$ cat src/rtl/spt_pkg.sv
package spt_pkg;
  typedef enum logic [1:0] {
    ST_IDLE,
    ST_LEAD,
    ST_CLK,
    ST_LAG
  } spt_state_e;

  localparam logic [15:0] CFG_RST = 16'h5002;

  // delay code -> half SCK periods: 00,01 -> 1; 10 -> 2; 11 -> 3
  function automatic logic [1:0] spt_halves(input logic [1:0] code);
    return (code == 2'd0) ? 2'd1 : code;
  endfunction
endpackage

$ cat src/rtl/spt_cfg_reg.sv
module spt_cfg_reg #(
  parameter int unsigned CFG_W = 16,
  parameter logic [CFG_W-1:0] RST_VAL = '0
) (
  input  logic             clk_i,
  input  logic             rst_ni,
  input  logic             we_i,
  input  logic [CFG_W-1:0] wdata_i,
  output logic [CFG_W-1:0] q_o
);
  always_ff @(posedge clk_i or negedge rst_ni) begin
    if (!rst_ni)   q_o <= RST_VAL;
    else if (we_i) q_o <= wdata_i;
  end
endmodule

$ cat src/rtl/spt_half_div.sv
module spt_half_div #(
  parameter int unsigned DIV_W = 10
) (
  input  logic             clk_i,
  input  logic             rst_ni,
  input  logic             run_i,
  input  logic [DIV_W-1:0] half_i,
  output logic             tick_o
);
  logic [DIV_W-1:0] tmr_q;
  logic             wrap;

  assign wrap   = (tmr_q == half_i - DIV_W'(1));
  assign tick_o = run_i && wrap;

  always_ff @(posedge clk_i or negedge rst_ni) begin
    if (!rst_ni)                tmr_q <= '0;
    else if (!run_i || wrap)    tmr_q <= '0;
    else                        tmr_q <= tmr_q + DIV_W'(1);
  end
endmodule

$ cat src/rtl/spt_seq.sv
module spt_seq
  import spt_pkg::*;
#(
  parameter int unsigned DIV_W   = 10,
  parameter int unsigned LONG_N  = 16,
  parameter int unsigned SHORT_N = 8
) (
  input  logic             clk_i,
  input  logic             rst_ni,
  input  logic             start_i,
  input  logic             master_i,
  input  logic             len16_i,
  input  logic [DIV_W-1:0] cfg_div_i,
  input  logic [1:0]       cfg_lead_i,
  input  logic [1:0]       cfg_lag_i,
  input  logic             tick_i,
  output logic             run_o,
  output logic [DIV_W-1:0] half_o,
  output logic             sck_o,
  output logic             cs_no,
  output logic             busy_o,
  output logic             sample_o,
  output logic             shift_o
);
  localparam int unsigned EDGE_W = $clog2(2 * LONG_N + 1);

  spt_state_e        state_q;
  logic [DIV_W-1:0]  half_q;
  logic [1:0]        lead_q, lag_q, hcnt_q;
  logic [EDGE_W-1:0] edges_q, ecnt_q;

  assign run_o  = (state_q != ST_IDLE);
  assign busy_o = run_o;
  assign half_o = half_q;

  always_ff @(posedge clk_i or negedge rst_ni) begin
    if (!rst_ni) begin
      state_q  <= ST_IDLE;
      half_q   <= DIV_W'(1);
      lead_q   <= 2'd1;
      lag_q    <= 2'd1;
      hcnt_q   <= '0;
      edges_q  <= EDGE_W'(2 * SHORT_N);
      ecnt_q   <= '0;
      sck_o    <= 1'b0;
      cs_no    <= 1'b1;
      sample_o <= 1'b0;
      shift_o  <= 1'b0;
    end else begin
      sample_o <= 1'b0;
      shift_o  <= 1'b0;
      unique case (state_q)
        ST_IDLE: begin
          if (start_i && master_i) begin
            state_q <= ST_LEAD;
            cs_no   <= 1'b0;
            half_q  <= (cfg_div_i == '0) ? DIV_W'(1) : cfg_div_i;
            lead_q  <= spt_halves(cfg_lead_i);
            lag_q   <= spt_halves(cfg_lag_i);
            edges_q <= len16_i ? EDGE_W'(2 * LONG_N) : EDGE_W'(2 * SHORT_N);
            hcnt_q  <= '0;
          end
        end
        ST_LEAD: begin
          if (tick_i) begin
            if (hcnt_q == lead_q - 2'd1) begin
              state_q  <= ST_CLK;
              sck_o    <= 1'b1;
              sample_o <= 1'b1;
              ecnt_q   <= EDGE_W'(1);
            end else begin
              hcnt_q <= hcnt_q + 2'd1;
            end
          end
        end
        ST_CLK: begin
          if (tick_i) begin
            sck_o  <= ~sck_o;
            ecnt_q <= ecnt_q + EDGE_W'(1);
            if (sck_o) shift_o  <= 1'b1;
            else       sample_o <= 1'b1;
            if (ecnt_q == edges_q - EDGE_W'(1)) begin
              state_q <= ST_LAG;
              hcnt_q  <= '0;
            end
          end
        end
        ST_LAG: begin
          if (tick_i) begin
            if (hcnt_q == lag_q - 2'd1) begin
              state_q <= ST_IDLE;
              cs_no   <= 1'b1;
            end else begin
              hcnt_q <= hcnt_q + 2'd1;
            end
          end
        end
        default: state_q <= ST_IDLE;
      endcase
    end
  end
endmodule

$ cat src/rtl/spi_sck_timing.sv
module spi_sck_timing
  import spt_pkg::*;
#(
  parameter int unsigned DIV_W   = 10,
  parameter int unsigned LONG_N  = 16,
  parameter int unsigned SHORT_N = 8
) (
  input  logic        clk_i,
  input  logic        rst_ni,
  input  logic        cfg_we_i,
  input  logic [15:0] cfg_wdata_i,
  output logic [15:0] cfg_o,
  input  logic        master_i,
  input  logic        start_i,
  input  logic        len16_i,
  output logic        sck_o,
  output logic        cs_no,
  output logic        busy_o,
  output logic        sample_o,
  output logic        shift_o
);
  localparam int unsigned LEAD_LSB = DIV_W + 2;
  localparam int unsigned LAG_LSB  = DIV_W + 4;

  logic             run, tick;
  logic [DIV_W-1:0] half;

  spt_cfg_reg #(.CFG_W(16), .RST_VAL(CFG_RST)) u_cfg (
    .clk_i   (clk_i),
    .rst_ni  (rst_ni),
    .we_i    (cfg_we_i),
    .wdata_i (cfg_wdata_i),
    .q_o     (cfg_o)
  );

  spt_half_div #(.DIV_W(DIV_W)) u_div (
    .clk_i  (clk_i),
    .rst_ni (rst_ni),
    .run_i  (run),
    .half_i (half),
    .tick_o (tick)
  );

  spt_seq #(.DIV_W(DIV_W), .LONG_N(LONG_N), .SHORT_N(SHORT_N)) u_seq (
    .clk_i      (clk_i),
    .rst_ni     (rst_ni),
    .start_i    (start_i),
    .master_i   (master_i),
    .len16_i    (len16_i),
    .cfg_div_i  (cfg_o[DIV_W-1:0]),
    .cfg_lead_i (cfg_o[LEAD_LSB+1:LEAD_LSB]),
    .cfg_lag_i  (cfg_o[LAG_LSB+1:LAG_LSB]),
    .tick_i     (tick),
    .run_o      (run),
    .half_o     (half),
    .sck_o      (sck_o),
    .cs_no      (cs_no),
    .busy_o     (busy_o),
    .sample_o   (sample_o),
    .shift_o    (shift_o)
  );
endmodule

$ cat config.mk
export PLATFORM = sky130hd
export DESIGN_NAME = spi_sck_timing
export DESIGN_NICKNAME = d
export VERILOG_FILES = /design/src/rtl/spt_pkg.sv /design/src/rtl/spt_cfg_reg.sv /design/src/rtl/spt_half_div.sv /design/src/rtl/spt_seq.sv /design/src/rtl/spi_sck_timing.sv
export SDC_FILE = /design/constraint.sdc
export NUM_CORES = 1
export LEC_CHECK = 0
export BUFFER_PORTS_ARGS = -buffer_cell sky130_fd_sc_hd__buf_2
export CAP_MARGIN = 15
export CELL_PAD_IN_SITES_DETAIL_PLACEMENT = 0
export CELL_PAD_IN_SITES_GLOBAL_PLACEMENT = 1
export CORE_AREA = 5 5 99 78
export DETAILED_ROUTE_END_ITERATION = 10
export DIE_AREA = 0 0 104 83
export PLACE_DENSITY_LB_ADDON = 0.12
export SLEW_MARGIN = 20
export SYNTH_ARGS = -nofsm -noshare
export SYNTH_HDL_FRONTEND = slang
export SYNTH_SLANG_ARGS = --single-unit
$ cat constraint.sdc
create_clock -name clk_i -period 4.8 [get_ports clk_i]
set_clock_uncertainty 0.2 [all_clocks]
set_input_delay 0 -clock clk_i [delete_from_list [all_inputs] [get_ports clk_i]]
set_output_delay 0 -clock clk_i [all_outputs]
set_load 0.1 [all_outputs]
==> results of run 1 <==
cells by family (layout without fill, tap and decap cells):
family	Yosys count	in the layout	share of synthesized area
AND/OR/NAND/NOR	106	106	0.195
flip-flops	56	56	0.461
AO/OA/AOI/OAI	42	42	0.101
multiplexers	31	31	0.114
XOR/XNOR	24	24	0.0687
buffers and inverters	20	93	0.0315
adder cells (fa/ha/maj)	7	7	0.0286
area by class of cell:
cell class | count | area (um2)
clock buffers | 6 | 72.6
multi-input cells | 210 | 1550
fillers | 599 | 2910
flip-flops and latches | 56 | 1410
repair buffers | 74 | 528
clock inverters | 2 | 16.3
inverters | 11 | 41.3
well taps | 84 | 105
registers in the layout (all words and copies together) (netlist names):
name            flops
u_div.tmr_q        10
u_cfg.q_o          16
u_seq.state_q       2
u_seq.lead_q        2
u_seq.sck_o         1
u_seq.hcnt_q        2
u_seq.sample_o      1
u_seq.edges_q       2
u_seq.lag_q         2
u_seq.shift_o       1
u_seq.cs_no         1
u_seq.half_o       10
u_seq.ecnt_q        6
cells in the mapped netlist (2+ instances only):
cell,instances,area share
o2bb2ai_1,2,0.0057
mux2_1,2,0.0074
nor3_1,5,0.0082
o21ai_0,10,0.016
dfstp_2,8,0.069
nand2_1,26,0.032
a21oi_1,8,0.013
mux2_2,28,0.10
o31ai_1,3,0.0074
nand4_4,3,0.021
and3_1,5,0.010
xnor2_1,16,0.046
nand3_1,12,0.020
inv_1,9,0.011
nor3b_1,2,0.0049
nand2b_1,5,0.010
dfrtp_1,48,0.39
nor4_1,3,0.0061
xor2_1,8,0.023
a31oi_1,2,0.0041
nand4_1,3,0.0061
or3_1,2,0.0041
nor2b_1,3,0.0061
nor2_1,25,0.031
ha_1,7,0.029
nor4_2,2,0.0082
a221o_1,6,0.020
or2_2,2,0.0041
clkbuf_1,6,0.0074
and2_0,2,0.0041
metrics by stage:
step	power [mW]	hold WS (ns)	setup slack (ns)
5_1_grt	2.09	0.0169	1.65
4_1_cts	1.96	0.0000804	1.79
2_1_floorplan	1.48	-0.496	2.17
3_3_place_gp	1.65	-0.0291	1.87
3_5_place_dp	1.66	-0.0139	1.82
6_report	1.94	0.00392	1.78
worst max-delay path by stage:
stage | depth (start not counted) | slack (ns) | end
final | 8 | 1.78 | u_seq.state_q[1]
after global routing | 8 | 1.65 | u_seq.state_q[1]
after CTS | 8 | 1.79 | u_seq.state_q[1]
after detailed placement | 8 | 1.82 | u_seq.state_q[1]
after global placement | 8 | 1.87 | u_seq.state_q[1]
after floorplan | 10 | 2.17 | u_seq.hcnt_q[0]
worst reg2reg max path, cell delays in order, from the launching register on:
cell,delay (ns)
dfstp_2,0.58
inv_1,0.06
ha_1,0.23
and2b_1,0.19
a221oi_1,0.27
or3_1,0.55
a41o_1,0.28
and4bb_1,0.23
mux2_1,0.32
power breakdown:
part | leakage [nW] | switching (mW) | total [mW] | internal [mW]
sequential | 0.677 | 0.142 | 0.747 | 0.605
combinational | 0.891 | 0.583 | 0.930 | 0.346
clock | 0.0414 | 0.162 | 0.267 | 0.104
layer usage:
layer / track usage / share of wire / vias to the layer above
met1: 0.249 / 0.55 / 1088
met2: 0.220 / 0.40 / 45
li1: - / - / 1163
met3: 0.0388 / 0.049 / 5
met4: 0.0318 / 0.0078 / 0
met5: 0 / 0 / -
==> results.py, run 1 <==
metrics = {
    "worst_setup_path": {
        "cp_data_required_time_ns": 4.80,
        "reg2regPathDepth": 8,
        "worstPathCellList": "inv_1, ha_1, and2b_1, a221oi_1, or3_1, a41o_1, and4bb_1, mux2_1",
        "crit_start": "u_seq.half_o[0]",
        "cp_max_fo": 13,
        "crit_slowest_cell": "dfstp_2",
        "critPathKind": "reg -> reg",
        "start_kind": "flip-flop",
        "cp.arrival_ns": 3.02,
        "r2r_slack_ns": 1.78,
        "reg2reg_from": "u_seq.half_o[0]",
        "r2r-end": "u_seq.state_q[1]",
        "slowest_delay_ns": 0.58,
        "cp_top_family": "simple AND/OR/NAND/NOR gates",
        "endpoint_kind": "flip-flop",
        "cp_num_buf_inv": 1,
    },
    "floorplanning": {
        "placementRows": 26,
        "die_w_um": 104,
        "dieArea_um2": 8630,
        "core_um2": 6640,
        "start_util": 0.461,
        "io_pins": 43,
        "die_h_um": 83,
    },
    "clock_tree": {
        "cts_resized": 0,
        "post_cts_buffers": 0,
        "clk_latency_ns": 0.31,
        "ctsHoldBuffers": 31,
        "clk_path_buf_depth": 2,
        "clk_pin_slew_ns": 0.10,
        "numClockSinks": 56,
        "htreeDepth": 2,
        "cts-root-buf": "clkbuf_8",
        "cts_tree": "built",
        "numCtsBuffers": 5,
    },
    "flow_run": {
        "cap_violations": 0,
    },
    "yosys": {
        "syn_nets": 315,
        "seq_area_frac_synth": 0.461,
        "ys_seq_elements": 56,
        "synth_edf_count": 0,
        "ys_types": 53,
        "synth_cells": 286,
        "synth_top_flop_cell": "dfrtp_1",
        "async_flop_share": 1.00,
        "syn-cell-area_um2": 3060,
        "yosysWarningCount": 0,
        "avgSynthCellArea_um2": 10.7,
    },
    "timing": {
        "drv_slew": 0,
        "worst_pin_slew_ns": 0.874,
        "slew_headroom": 0.416,
        "period_needed_ns": 3.02,
        "setup_viol": 0,
        "setup_tns_ns": 0,
        "timing.final.crit_share": 0.629,
        "rsz0062_at_grt": "false",
        "hold_violations": 0,
        "fmax_mhz": 331,
    },
    "final_layout": {
        "most-common-layout-cells": "dfrtp_1, buf_2, dlygate4sd3_1, mux2_2, nand2_1",
        "drive_gt1_frac": 0.273,
        "finalInstanceArea_um2": 3730,
        "instances_no_fill": 443,
        "layout.nets": 387,
        "post-route-util": 0.562,
        "final_common_cell": "dfrtp_1",
        "area_growth_pct": 21.8,
        "num_antenna_cells": 0,
    },
    "route": {
        "ant_nets": 0,
        "via_count": 2301,
        "wire_per_inst_um": 14.7,
        "drc": 0,
        "avgViaCountPerCell": 5.19,
        "drt-initial-drc-count": 102,
        "firstDrtPassIters": 4,
        "routed_wl_mm": 6.51,
    },
    "power": {
        "peakVddDrop_uv": 244,
        "power.leakage_nw": 1.61,
        "power_density_nw_per_um2": 522,
    },
    "hold_path": {
        "min-delay-start": "cfg_we_i",
        "whs_endpoint": "u_cfg.q_o[6]",
        "worstHoldPathType": "in -> reg",
        "whs_path_depth": 2,
    },
    "placement": {
        "place_hpwl_mm": 4.40,
        "port_buffers": 42,
        "placed_area_um2": 3330,
        "place_congestion": 0.772,
        "place_inst": 404,
    },
    "grt": {
        "overflow": 0,
        "grt_pass1_wl_mm": 11.6,
        "grt_max_degree": 57,
        "grt_pass1_vias": 2301,
        "antenna_found_initial": 0,
        "grt_usage": 0.159,
    },
    "outcome": {
        "status": "completed",
    },
}
No activity file was read; power rests on OpenSTA's default activity.
==> inputs of run 2 (changes only) <==
Settings changed: CORE_AREA 5 5 99 78 to 5 5 106 83, DIE_AREA 0 0 104 83 to 0 0 111 88.
Clock period 4.8 ns to 2.75 ns, I/O delays scaled along.
==> results.py, run 2 (synthesis gave the netlist of run 1 again) <==
metrics = {
    "worst_setup_path": {
        "worstPathCellList": "inv_2, ha_4, buf_4, nor3b_2, xnor2_1, nor2_1, and4_4, a41o_1, and4bb_1, mux2_4",
        "r2r-end": "u_seq.state_q[1]",
        "reg2regPathDepth": 10,
        "slowest_delay_ns": 0.55,
        "critPathKind": "reg -> reg",
        "endpoint_kind": "flip-flop",
        "cp_data_required_time_ns": 2.76,
        "r2r_slack_ns": 0.09,
        "cp_max_fo": 5,
        "crit_slowest_cell": "dfstp_2",
        "start_kind": "flip-flop",
        "reg2reg_from": "u_seq.half_o[0]",
        "cp.arrival_ns": 2.67,
    },
    "grt": {
        "grt_pass1_vias": 2405,
        "grt_pass1_wl_mm": 11.8,
        "grt_usage": 0.150,
        "grt_max_degree": 31,
        "antenna_found_initial": 0,
        "overflow": 0,
    },
    "final_layout": {
        "regMostFlops": "u_cfg.q_o",
        "finalInstanceArea_um2": 3960,
        "most-common-layout-cells": "dfrtp_1, buf_2, dlygate4sd3_1, mux2_2, nand2_1",
        "largest_reg_flops": 16,
        "num_antenna_cells": 0,
        "fillers": 676,
        "layout.nets": 407,
        "post-route-util": 0.515,
        "final_common_cell": "dfrtp_1",
        "area_growth_pct": 29.2,
        "instances_no_fill": 484,
        "drive_gt1_frac": 0.325,
    },
    "power": {
        "peakVddDrop_uv": 366,
        "power_density_nw_per_um2": 916,
        "power.leakage_nw": 1.71,
        "power_mw": 3.62,
    },
    "clock_tree": {
        "clk_pin_slew_ns": 0.10,
        "numClockSinks": 56,
        "clk_latency_ns": 0.31,
        "cts-root-buf": "clkbuf_8",
        "htreeDepth": 2,
        "numCtsBuffers": 5,
        "clk_path_buf_depth": 2,
        "cts_tree": "built",
    },
    "timing": {
        "slew_headroom": 0.545,
        "period_needed_ns": 2.66,
        "hold_violations": 0,
        "rsz0062_at_grt": "false",
        "fmax_mhz": 375,
        "setup_viol": 0,
        "timing.final.crit_share": 0.969,
        "drv_slew": 0,
        "worst_pin_slew_ns": 0.683,
    },
    "hold_path": {
        "min-delay-start": "master_i",
        "worstHoldPathType": "in -> reg",
        "whs_path_depth": 5,
        "whs_endpoint": "u_seq.edges_q[4]",
    },
    "placement": {
        "place_hpwl_mm": 4.90,
        "placed_area_um2": 3450,
        "port_buffers": 42,
        "place_congestion": 0.804,
        "place_inst": 438,
    },
    "floorplanning": {
        "start_util": 0.399,
        "dieArea_um2": 9770,
        "die_h_um": 88,
        "core_um2": 7670,
        "placementRows": 28,
        "io_pins": 43,
        "die_w_um": 111,
    },
    "route": {
        "drc": 0,
        "ant_nets": 0,
        "firstDrtPassIters": 4,
        "routed_wl_mm": 6.93,
        "drt-initial-drc-count": 78,
        "wire_per_inst_um": 14.3,
        "via_count": 2410,
        "avgViaCountPerCell": 4.98,
    },
    "flow_run": {
        "cap_violations": 0,
    },
    "outcome": {
        "status": "completed",
    },
}
[run 2: cell types whose count changed in the layout (fill, tap and decap cells not counted), moves of 2 or more]
| cell | previous run | this run |
|---|---|---|
| o31ai_2 | 0 | 2 |
| dlygate4sd3_1 | 31 | 34 |
| o31ai_1 | 3 | 1 |
| buf_4 | 1 | 17 |
[run 2: worst max-delay path by stage]
stage	from	to	slack, ns	depth (start not counted)
floorplan	u_seq.half_o[0]	u_seq.hcnt_q[0]	0.12	10
global placement	u_seq.half_o[0]	u_seq.ecnt_q[2]	0.04	10
detailed placement	u_seq.half_o[0]	u_seq.ecnt_q[2]	-0.07	10
CTS	u_seq.half_o[0]	u_seq.state_q[1]	0.03	10
global route	u_seq.half_o[0]	u_seq.state_q[1]	0.0008	10
finish	u_seq.half_o[0]	u_seq.state_q[1]	0.09	10
[run 2: stage by stage]
stage	worst slack [ns]	hold slack, ns	TNS (ns)
after floorplan	0.119	-0.496	0
after global placement	0.0372	-0.111	0
after detailed placement	-0.0659	-0.111	-0.155
after CTS	0.0272	0.00162	0
after global routing	0.000841	0.0416	0
final	0.0862	0.00372	0
[run 2: area by class of cell]
class / count / area, um2 / area share
well taps: 105 / 131 / 0.0332
clock buffers: 6 / 72.6 / 0.0183
inverters: 11 / 41.3 / 0.0104
multi-input cells: 211 / 1600 / 0.406
clock inverters: 2 / 16.3 / 0.00411
flip-flops and latches: 56 / 1410 / 0.357
repair buffers: 93 / 678 / 0.171
[run 2: repair_timing]
item | CTS | global route
setup buffers | 2 | 1
pin swaps | 0 | 6
setup endpoints to repair | 6 | 8
hold buffers | 34 | 0
gates cloned | 0 | 1
hold endpoints to repair | 46 | 0
resized for setup | 1 | 9
[run 2: layer usage]
layer / global-route usage / vias to the layer above / wire [um]
li1: - / 1214 / -
met1: 0.207 / 1141 / 3500
met2: 0.237 / 47 / 3020
met3: 0.0345 / 8 / 332
met4: 0.0414 / 0 / 76
met5: 0 / - / 0
[run 2: worst max-delay path: cells and delay by family (launching register included)]
family,cells,cell delay [ns]
muxes,1,0.31
AOI/OAI and AO/OA,1,0.18
and+or+nand+nor,4,0.85
adders and majority gates,1,0.15
DFF,1,0.55
buffers and inverters,2,0.18
xor gates and xnor gates,1,0.14
[run 2: report_power, final]
group	switching [mW]	internal [mW]	total, mW
combinational	1.13	0.772	1.90
clock	0.273	0.182	0.455
sequential	0.206	1.06	1.26
==> inputs of run 3 (changes only) <==
Settings changed: CORE_AREA 5 5 106 83 to 5 5 99 78, DIE_AREA 0 0 111 88 to 0 0 104 83.
Clock period 2.75 ns to 3.3 ns, I/O delays scaled along.
==> results.py, run 3 (synthesis gave the netlist of run 1 again) <==
metrics = {
    "outcome": {
        "status": "completed",
    },
    "final_layout": {
        "most-common-layout-cells": "dfrtp_1, buf_2, dlygate4sd3_1, mux2_2, nand2_1",
        "final_common_cell": "dfrtp_1",
        "largest_reg_flops": 16,
        "regMostFlops": "u_cfg.q_o",
        "instances_no_fill": 449,
        "num_antenna_cells": 0,
        "drive_gt1_frac": 0.277,
        "regArea_um2": 1410,
        "fillers": 592,
        "finalInstanceArea_um2": 3780,
        "layout.nets": 393,
        "area_growth_pct": 23.5,
        "multi_input_area_um2": 1550,
        "post-route-util": 0.570,
    },
    "worst_setup_path": {
        "reg2reg_from": "u_seq.half_o[0]",
        "cp.arrival_ns": 3.04,
        "cp_data_required_time_ns": 3.30,
        "crit_slowest_cell": "dfstp_2",
        "r2r-end": "u_seq.state_q[1]",
        "crit_start": "u_seq.half_o[0]",
        "cp_max_fo": 13,
        "worstPathCellList": "inv_1, ha_1, and2b_1, a221oi_1, or3_1, a41o_1, and4bb_1, mux2_1",
        "endpoint": "u_seq.state_q[1]",
        "reg2regPathDepth": 8,
        "cp_num_buf_inv": 1,
        "endpoint_kind": "flip-flop",
        "cp_top_family": "simple AND/OR/NAND/NOR gates",
        "cp.depth": 8,
        "critPathKind": "reg -> reg",
        "r2r_slack_ns": 0.27,
        "slowest_delay_ns": 0.57,
        "start_kind": "flip-flop",
    },
    "grt": {
        "grt_usage": 0.157,
        "grt_pass1_vias": 2272,
        "grt_pass1_wl_mm": 11.4,
        "antenna_found_initial": 0,
        "grt_max_degree": 44,
        "overflow": 0,
    },
    "timing": {
        "slew_headroom": 0.365,
        "worst_pin_slew_ns": 0.952,
        "rsz0062_at_grt": "false",
        "whs_ns": 0.173,
        "period_needed_ns": 3.03,
        "setup_tns_ns": 0,
        "timing.final.crit_share": 0.918,
        "drv_slew": 0,
        "setup_viol": 0,
        "fmax_mhz": 330,
        "hold_violations": 0,
    },
    "floorplanning": {
        "die_w_um": 104,
        "die_h_um": 83,
        "io_pins": 43,
        "dieArea_um2": 8630,
        "start_util": 0.461,
        "core_um2": 6640,
        "placementRows": 26,
    },
    "clock_tree": {
        "cts_tree": "built",
        "numClockSinks": 56,
        "htreeDepth": 2,
        "numCtsBuffers": 5,
        "clk_path_buf_depth": 2,
        "cts-root-buf": "clkbuf_8",
        "clk_pin_slew_ns": 0.10,
        "clk_latency_ns": 0.31,
        "post_cts_buffers": 0,
    },
    "placement": {
        "place_hpwl_mm": 4.46,
        "placed_area_um2": 3350,
        "place_inst": 407,
        "port_buffers": 42,
        "place_congestion": 0.787,
    },
    "power": {
        "internal_power_mw": 1.56,
        "clkPwrFrac": 0.133,
        "pwr-share-seq": 0.383,
        "peakVddDrop_uv": 303,
        "p_comb_frac": 0.484,
        "power.leakage_nw": 1.64,
        "power_density_nw_per_um2": 752,
        "switchingPower_mw": 1.29,
        "switching_share": 0.452,
    },
    "flow_run": {
        "cap_violations": 0,
    },
    "route": {
        "drt-initial-drc-count": 63,
        "ant_nets": 0,
        "avgViaCountPerCell": 5.16,
        "wire_per_inst_um": 14.4,
        "drc": 0,
        "via_count": 2316,
        "firstDrtPassIters": 4,
        "routed_wl_mm": 6.47,
    },
    "hold_path": {
        "worstHoldPathType": "in -> async",
    },
}
## run 3: worst min-delay path by stage
stage	from	cells past startpoint	end
floorplan	rst_ni	0	u_cfg.q_o[0]
global placement	len16_i	2	u_seq.edges_q[4]
detailed placement	len16_i	2	u_seq.edges_q[4]
CTS	len16_i	3	u_seq.edges_q[4]
global route	len16_i	3	u_seq.edges_q[4]
finish	rst_ni	2	u_div.tmr_q[5]
## run 3: power by group through the flow
stage	logic [mW]	clock network (mW)	registers (mW)
2_1_floorplan	0.916	0	1.23
3_3_place_gp	1.33	0	1.10
3_5_place_dp	1.33	0	1.10
4_1_cts	1.38	0.393	1.09
5_1_grt	1.53	0.418	1.13
6_report	1.38	0.377	1.09
## run 3: what timing repair did
action	CTS	global route
gates resized for setup	0	0
endpoints found under the hold margin	52	0
hold buffers	34	0
## run 3: stage by stage
step / setup slack, ns / total power [mW]
2_1_floorplan: 0.669 / 2.15
3_3_place_gp: 0.375 / 2.42
3_5_place_dp: 0.297 / 2.44
4_1_cts: 0.283 / 2.86
5_1_grt: 0.174 / 3.07
6_report: 0.270 / 2.84
## run 3: layout make-up
class	instances	share of cell area
Timing Repair Buffer	80	0.154
Clock buffer	6	0.0192
Tap cell	84	0.0278
Inverter	11	0.0109
Sequential cell	56	0.373
Multi-Input combinational cell	210	0.411
Clock inverter	2	0.00430
## run 3: metal layers
metal,up-vias,track usage,wire length (um)
met5,-,0,0
met4,0,0.0435,36
met3,4,0.0372,322
met2,45,0.213,2570
met1,1089,0.246,3550
li1,1178,-,-
## run 3: worst register-to-register path, stage by stage, from the launching register on
cell      delay [ns]
dfstp_2         0.57
inv_1           0.06
ha_1            0.23
and2b_1         0.20
a221oi_1        0.29
or3_1           0.55
a41o_1          0.28
and4bb_1        0.22
mux2_1          0.32
